File: src/rtl/serdes_mode_pkg.sv
package serdes_mode_pkg;

  typedef enum logic [1:0] {
    ST_OFF    = 2'b00,
    ST_SER    = 2'b01,
    ST_SER_OC = 2'b10,
    ST_DES    = 2'b11
  } modeStat_t;

  // Strobes from control to the datapath
  typedef struct packed {
    logic serEn;
    logic desEn;
    logic ovclkSel;
    logic parOe;
    logic serOe;
  } ctrlStrb_t;

endpackage

File: src/rtl/serdes_sync.sv
module serdes_sync #(
  parameter int unsigned WIDTH = 1,
  parameter int unsigned STAGES = 2,
  parameter logic [WIDTH-1:0] RST_VAL = '0
) (
  input  logic             clk,
  input  logic             arst,
  input  logic [WIDTH-1:0] din,
  output logic [WIDTH-1:0] dout
);

  logic [STAGES-1:0][WIDTH-1:0] chain;

  generate
    if (STAGES == 1) begin : g_single
      always_ff @(posedge clk or posedge arst) begin
        if (arst) chain <= RST_VAL;
        else      chain <= din;
      end
    end else begin : g_multi
      always_ff @(posedge clk or posedge arst) begin
        if (arst) chain <= {STAGES{RST_VAL}};
        else      chain <= {chain[STAGES-2:0], din};
      end
    end
  endgenerate

  assign dout = chain[STAGES-1];

endmodule

File: src/rtl/serdes_mode_ctrl.sv
module serdes_mode_ctrl
  import serdes_mode_pkg::*;
#(
  parameter int unsigned SYNC_STAGES = 2,
  parameter int unsigned REF_GOOD = 4
) (
  input  logic       clk,
  input  logic [1:0] modeSel,
  input  logic       dirIn,
  input  logic       mulSel,
  input  logic       refLost,
  output ctrlStrb_t  strb,
  output logic       pdReset,
  output logic       pllReady,
  output logic [1:0] modeStatus
);

  localparam int unsigned CNT_W = $clog2(REF_GOOD + 1);
  localparam int unsigned PIN_W = 5;

  logic pdAsync;
  logic rstDone;
  logic [PIN_W-1:0] pinSync;
  logic [1:0] syncMode;
  logic syncDir, syncMul, syncLost;
  logic running;
  logic [CNT_W-1:0] refCnt;
  modeStat_t statNext;

  assign pdAsync = (modeSel == 2'b00);

  // Reset: asserted at once, released through the synchronizer chain
  serdes_sync #(.WIDTH(1), .STAGES(SYNC_STAGES), .RST_VAL(1'b0)) u_rstSync (
    .clk(clk), .arst(pdAsync), .din(1'b1), .dout(rstDone)
  );

  // Pins brought into the clock domain; the reference reads as lost while in reset
  serdes_sync #(.WIDTH(PIN_W), .STAGES(SYNC_STAGES), .RST_VAL(5'b00001)) u_pinSync (
    .clk(clk), .arst(pdAsync), .din({modeSel, dirIn, mulSel, refLost}), .dout(pinSync)
  );

  assign pdReset = ~rstDone;
  assign {syncMode, syncDir, syncMul, syncLost} = pinSync;
  assign running = !pdReset && (syncMode != 2'b00);

  // Reference-good qualification
  always_ff @(posedge clk or posedge pdReset) begin
    if (pdReset)                         refCnt <= '0;
    else if (syncLost)                   refCnt <= '0;
    else if (refCnt != CNT_W'(REF_GOOD)) refCnt <= refCnt + 1'b1;
  end

  assign pllReady = running && (refCnt == CNT_W'(REF_GOOD));

  always_comb begin
    strb.serEn    = running && syncDir && pllReady;
    strb.desEn    = running && !syncDir && pllReady;
    strb.ovclkSel = running && syncDir && !syncMul;
    strb.parOe    = running && !syncDir;
    strb.serOe    = running && syncDir;
    if (!running)     statNext = ST_OFF;
    else if (!syncDir) statNext = ST_DES;
    else if (syncMul)  statNext = ST_SER;
    else               statNext = ST_SER_OC;
  end

  assign modeStatus = statNext;

  AST_PD_HIZ: assert property (@(posedge clk) pdReset |-> !strb.parOe && !strb.serOe && !pllReady);
  AST_EN_NEEDS_READY: assert property (@(posedge clk) disable iff (pdReset)
    (strb.serEn || strb.desEn) |-> pllReady);
  AST_EN_EXCL: assert property (@(posedge clk) disable iff (pdReset)
    $onehot0({strb.serEn, strb.desEn}));
  AST_OVCLK_SER: assert property (@(posedge clk) disable iff (pdReset)
    strb.ovclkSel |-> strb.serOe && modeStatus == 2'b10);
  AST_READY_AFTER_REF: assert property (@(posedge clk) disable iff (pdReset)
    $rose(pllReady) |-> !$past(syncLost));
  AST_LOST_DROPS: assert property (@(posedge clk) disable iff (pdReset)
    syncLost |=> !pllReady);

endmodule

File: src/rtl/serdes_mode_dp.sv
module serdes_mode_dp
  import serdes_mode_pkg::*;
#(
  parameter int unsigned DATA_W = 12
) (
  input  logic              clk,
  input  logic              pdReset,
  input  ctrlStrb_t         strb,
  input  logic              rxWordValid,
  input  logic [DATA_W-1:0] rxWord,
  output logic [DATA_W-1:0] parOut,
  output logic              serEn,
  output logic              desEn,
  output logic              ovclkSel,
  output logic              parOe,
  output logic              serOe
);

  logic capture;

  assign capture = strb.desEn && rxWordValid;

  // Parallel output register: cleared in power-down, otherwise held unless written
  always_ff @(posedge clk or posedge pdReset) begin
    if (pdReset)      parOut <= '0;
    else if (capture) parOut <= rxWord;
  end

  assign serEn    = strb.serEn;
  assign desEn    = strb.desEn;
  assign ovclkSel = strb.ovclkSel;
  assign parOe    = strb.parOe;
  assign serOe    = strb.serOe;

  AST_PAR_HOLD: assert property (@(posedge clk) disable iff (pdReset)
    !capture |=> $stable(parOut));
  AST_PAR_LOAD: assert property (@(posedge clk) disable iff (pdReset)
    capture |=> parOut == $past(rxWord));

endmodule

File: src/rtl/serdes_mode_unit.sv
module serdes_mode_unit
  import serdes_mode_pkg::*;
#(
  parameter int unsigned DATA_W = 12,
  parameter int unsigned SYNC_STAGES = 2,
  parameter int unsigned REF_GOOD = 4
) (
  input  logic              clk,
  input  logic [1:0]        modeSel,
  input  logic              dirIn,
  input  logic              mulSel,
  input  logic              refLost,
  input  logic              rxWordValid,
  input  logic [DATA_W-1:0] rxWord,
  output logic              dirOut,
  output logic              serEn,
  output logic              desEn,
  output logic              ovclkSel,
  output logic              pdReset,
  output logic              pllReady,
  output logic              parOe,
  output logic              serOe,
  output logic [DATA_W-1:0] parOut,
  output logic [1:0]        modeStatus
);

  ctrlStrb_t strb;

  assign dirOut = ~dirIn;

  serdes_mode_ctrl #(.SYNC_STAGES(SYNC_STAGES), .REF_GOOD(REF_GOOD)) u_ctrl (
    .clk(clk), .modeSel(modeSel), .dirIn(dirIn), .mulSel(mulSel), .refLost(refLost),
    .strb(strb), .pdReset(pdReset), .pllReady(pllReady), .modeStatus(modeStatus)
  );

  serdes_mode_dp #(.DATA_W(DATA_W)) u_dp (
    .clk(clk), .pdReset(pdReset), .strb(strb), .rxWordValid(rxWordValid), .rxWord(rxWord),
    .parOut(parOut), .serEn(serEn), .desEn(desEn), .ovclkSel(ovclkSel),
    .parOe(parOe), .serOe(serOe)
  );

endmodule

File: config.mk
export PLATFORM = sky130hd
export DESIGN_NAME = serdes_mode_unit
export DESIGN_NICKNAME = d
export VERILOG_FILES = /design/src/rtl/serdes_mode_pkg.sv /design/src/rtl/serdes_sync.sv /design/src/rtl/serdes_mode_ctrl.sv /design/src/rtl/serdes_mode_dp.sv /design/src/rtl/serdes_mode_unit.sv
export SDC_FILE = /design/constraint.sdc
export NUM_CORES = 1
export LEC_CHECK = 0
export CORE_MARGIN = 2
export CORE_UTILIZATION = 39
export DETAILED_ROUTE_END_ITERATION = 16
export PLACE_DENSITY_LB_ADDON = 0.12
export SKIP_LAST_GASP = 1
export SYNTH_ARGS = -nofsm -noshare
export SYNTH_HDL_FRONTEND = slang
export SYNTH_HIERARCHICAL = 1
export SYNTH_SLANG_ARGS = --single-unit
File: constraint.sdc
create_clock -name clk -period 1.45 [get_ports clk]
set_clock_uncertainty 0.15 [all_clocks]
set_input_delay 0.29 -clock clk [delete_from_list [all_inputs] [get_ports clk]]
set_output_delay 0.29 -clock clk [all_outputs]
set_load 0.05 [all_outputs]
==> impl_metrics.json <==
{
  "min_period_ns": 1.826,
  "cts.sinks": 27,
  "grt_pass1_vias": 732,
  "hp-class": "reg -> async",
  "arrival_ns": 1.39,
  "ys_seq_area_share_pct": 60.69,
  "crit_path_cell_trace": "inv_2 -> ha_4 -> nand2_4 -> buf_4 -> nor2_4 -> buf_12",
  "violations": "negative setup slack",
  "grt.total_usage_pct": 14.02,
  "final_layout_size_suffix_gt1_share_pct": 56.15,
  "required_ns": 1.01,
  "cts_buffer_depth": 2,
  "grt_antenna_before_repair": 0,
  "die_area_sq_um": 3309,
  "critPathTopFamily": "flip-flops",
  "routedWlPerCell_um": 13.25,
  "synth.most_common_cell": "dfrtp_1",
  "rsz0062_at_grt": "yes",
  "setup_slack_ns": -0.3757,
  "routed_wl_um": 2133,
  "critPathKind": "reg -> out",
  "irDropWorstVdd_v": 0.0008131,
  "status": "complete, but fails checks",
  "power_density_nw_per_um2": 946.0,
  "grt_max_degree": 15,
  "grt_pass1_wl_um": 3505,
  "synth_commonest_cells": "dfrtp_1, buf_4, mux2_4",
  "rows": 19,
  "cp.depth": 6,
  "synth_area_sq_um": 1117,
  "initial_core_util_pct": 40.87,
  "avgSynthCellArea_sq_um": 13.46,
  "dpl.hpwl_um": 1594,
  "synth_top_flop_cell": "dfrtp_1",
  "clockRootBuffer": "clkbuf_4",
  "crit_path_top_delay_cell": "dfrtp_1",
  "cts_tree": "built",
  "ys_seq_elements": 27,
  "yosysWarnings": 6,
  "gp_congestion": 0.7393,
  "area_delta_synth_final_pct": 76.04,
  "crit_fanout": 2,
  "synthDominantCellAreaShare_pct": 55.99,
  "hold_viol": 0,
  "core-area_sq_um": 2734,
  "postCtsHoldBufs": 0,
  "synth_edf_count": 0,
  "fin_nets": 152,
  "critical_path.max_stage_delay_ns": 0.41,
  "dr.first_iter.drc_count": 6,
  "reg2reg_depth": 9,
  "portBuffers": 40,
  "max_freq_mhz": 547.7,
  "ys_top_cells_by_area": "dfrtp_1, mux2_4, buf_4, dfstp_2, inv_1",
  "synth_nets": 104,
  "setup_tns_ns": -6.708,
  "end_kind": "output port",
  "insertedDiodeCount": 0,
  "cts-buffers-inserted": 3,
  "ant_nets": 0,
  "drv_slew": 0,
  "vias": 731,
  "synth_top_cell_by_area": "dfrtp_1",
  "synth_cell_types": 21,
  "synthCells": 83,
  "setup_viol": 21,
  "power_mw": 1.861,
  "cp-start-kind": "flop",
  "grt-ovfl-total": 0,
  "cap_violations": 0,
  "drt-pass1-iter-count": 2,
  "drc_errors": 0,
  "leakage_nw": 0.9290,
  "clk_pin_slew_ns": 0.14,
  "async_flop_share_pct": 100.0,
  "die_w_um": 57.53,
  "ff2ff_setup_slack_ns": -0.34,
  "io_pins": 41,
  "htree_levels": 1,
  "clk_latency_ns": 0.31,
  "post-route-period-util_pct": 125.9,
  "viasPerCell": 4.540,
  "die_h_um": 57.53,
  "path_buf_inv": 3
}
-- cell type report --
class	count	area [sq um]
Timing Repair Buffer	54	769.5
Fill cell	200	767.0
Sequential cell	27	679.4
Multi-Input combinational cell	36	419.2
Tap cell	31	38.79
Inverter	9	33.78
Clock buffer	4	26.28
-- through the flow --
step           util [%]  hold WS [ns]  setup WS [ns]  cell area, sq um  cells
2_1_floorplan         -      -0.08328        -0.2368              1174     83
3_3_place_gp      66.96       0.08547        -0.1846              1831    153
3_5_place_dp      66.96        0.1045        -0.2188              1831    153
4_1_cts           71.53       0.08078        -0.3752              1956    160
5_1_grt           71.95       0.06517        -0.4641              1967    161
6_report          71.95       0.07586        -0.3757              1967    161
-- timing repair --
action	4_1_cts	5_1_grt
gates cloned	1	0
gates resized for setup	13	5
setup buffers	2	1
setup endpoints to repair	21	22
endpoints found under the hold margin	0	0
pin swaps	3	0
-- layout by cell type (no fill, tap or decap), drive strengths merged --
| master | n |
|---|---|
| inv | 9 |
| nor3 | 2 |
| ha | 2 |
| mux2 | 12 |
| clkbuf | 4 |
| nor2 | 6 |
| a21oi | 4 |
| clkdlybuf4s50 | 18 |
| and3b | 1 |
| nand2 | 2 |
| a21o | 1 |
| a21bo | 1 |
| conb | 1 |
| dfrtp | 25 |
| o211ai | 1 |
| buf | 36 |
| nand3 | 2 |
| o21ai | 1 |
| dfstp | 2 |
-- cell families after synthesis --
logic type | Yosys count | share of synthesized area [%]
simple gates | 13 | 5.935
flops | 27 | 60.69
other cells | 1 | 0.3356
buf+inv | 20 | 10.75
fa+ha+maj | 2 | 2.239
compound gates | 8 | 4.591
mux | 12 | 15.45
-- per-layer routing --
metal | routed length, um | part of all wire, % | track usage [%] | vias up
met5 | 0 | 0 | 0 | -
met4 | 14 | 0.66 | 4.983 | 0
met3 | 119 | 5.6 | 2.948 | 2
met2 | 1154 | 54 | 23.21 | 27
met1 | 844 | 40 | 18.16 | 352
li1 | - | - | - | 350
-- flip-flops by register name (all words and copies together) (netlist names) --
signal,flops
u_ctrl/u_pinSync/chain,5
u_ctrl/u_rstSync/chain,1
u_ctrl/u_rstSync/dout,1
u_ctrl/refCnt,3
u_ctrl/u_pinSync/dout,5
u_dp/parOut,12
-- worst paths after layout --
check                                                from                     to
worst min-delay path                u_ctrl/u_rstSync/dout       u_ctrl/refCnt[2]
worst max register to register           u_ctrl/refCnt[1]         u_dp/parOut[2]
worst max-delay path                     u_ctrl/refCnt[1]               pllReady
max in group asynchronous           u_ctrl/u_rstSync/dout        u_dp/parOut[10]
worst min register to register      u_ctrl/u_rstSync/dout       u_ctrl/refCnt[2]
min in group clk                u_ctrl/u_rstSync/chain[0]  u_ctrl/u_rstSync/dout
-- power breakdown --
part	total, mW	switching (mW)	internal (mW)
registers	0.887	0.0652	0.822
logic	0.664	0.307	0.357
clock network	0.310	0.203	0.107
total	1.86	0.575	1.29
No activity file was read; power rests on OpenSTA's default activity.
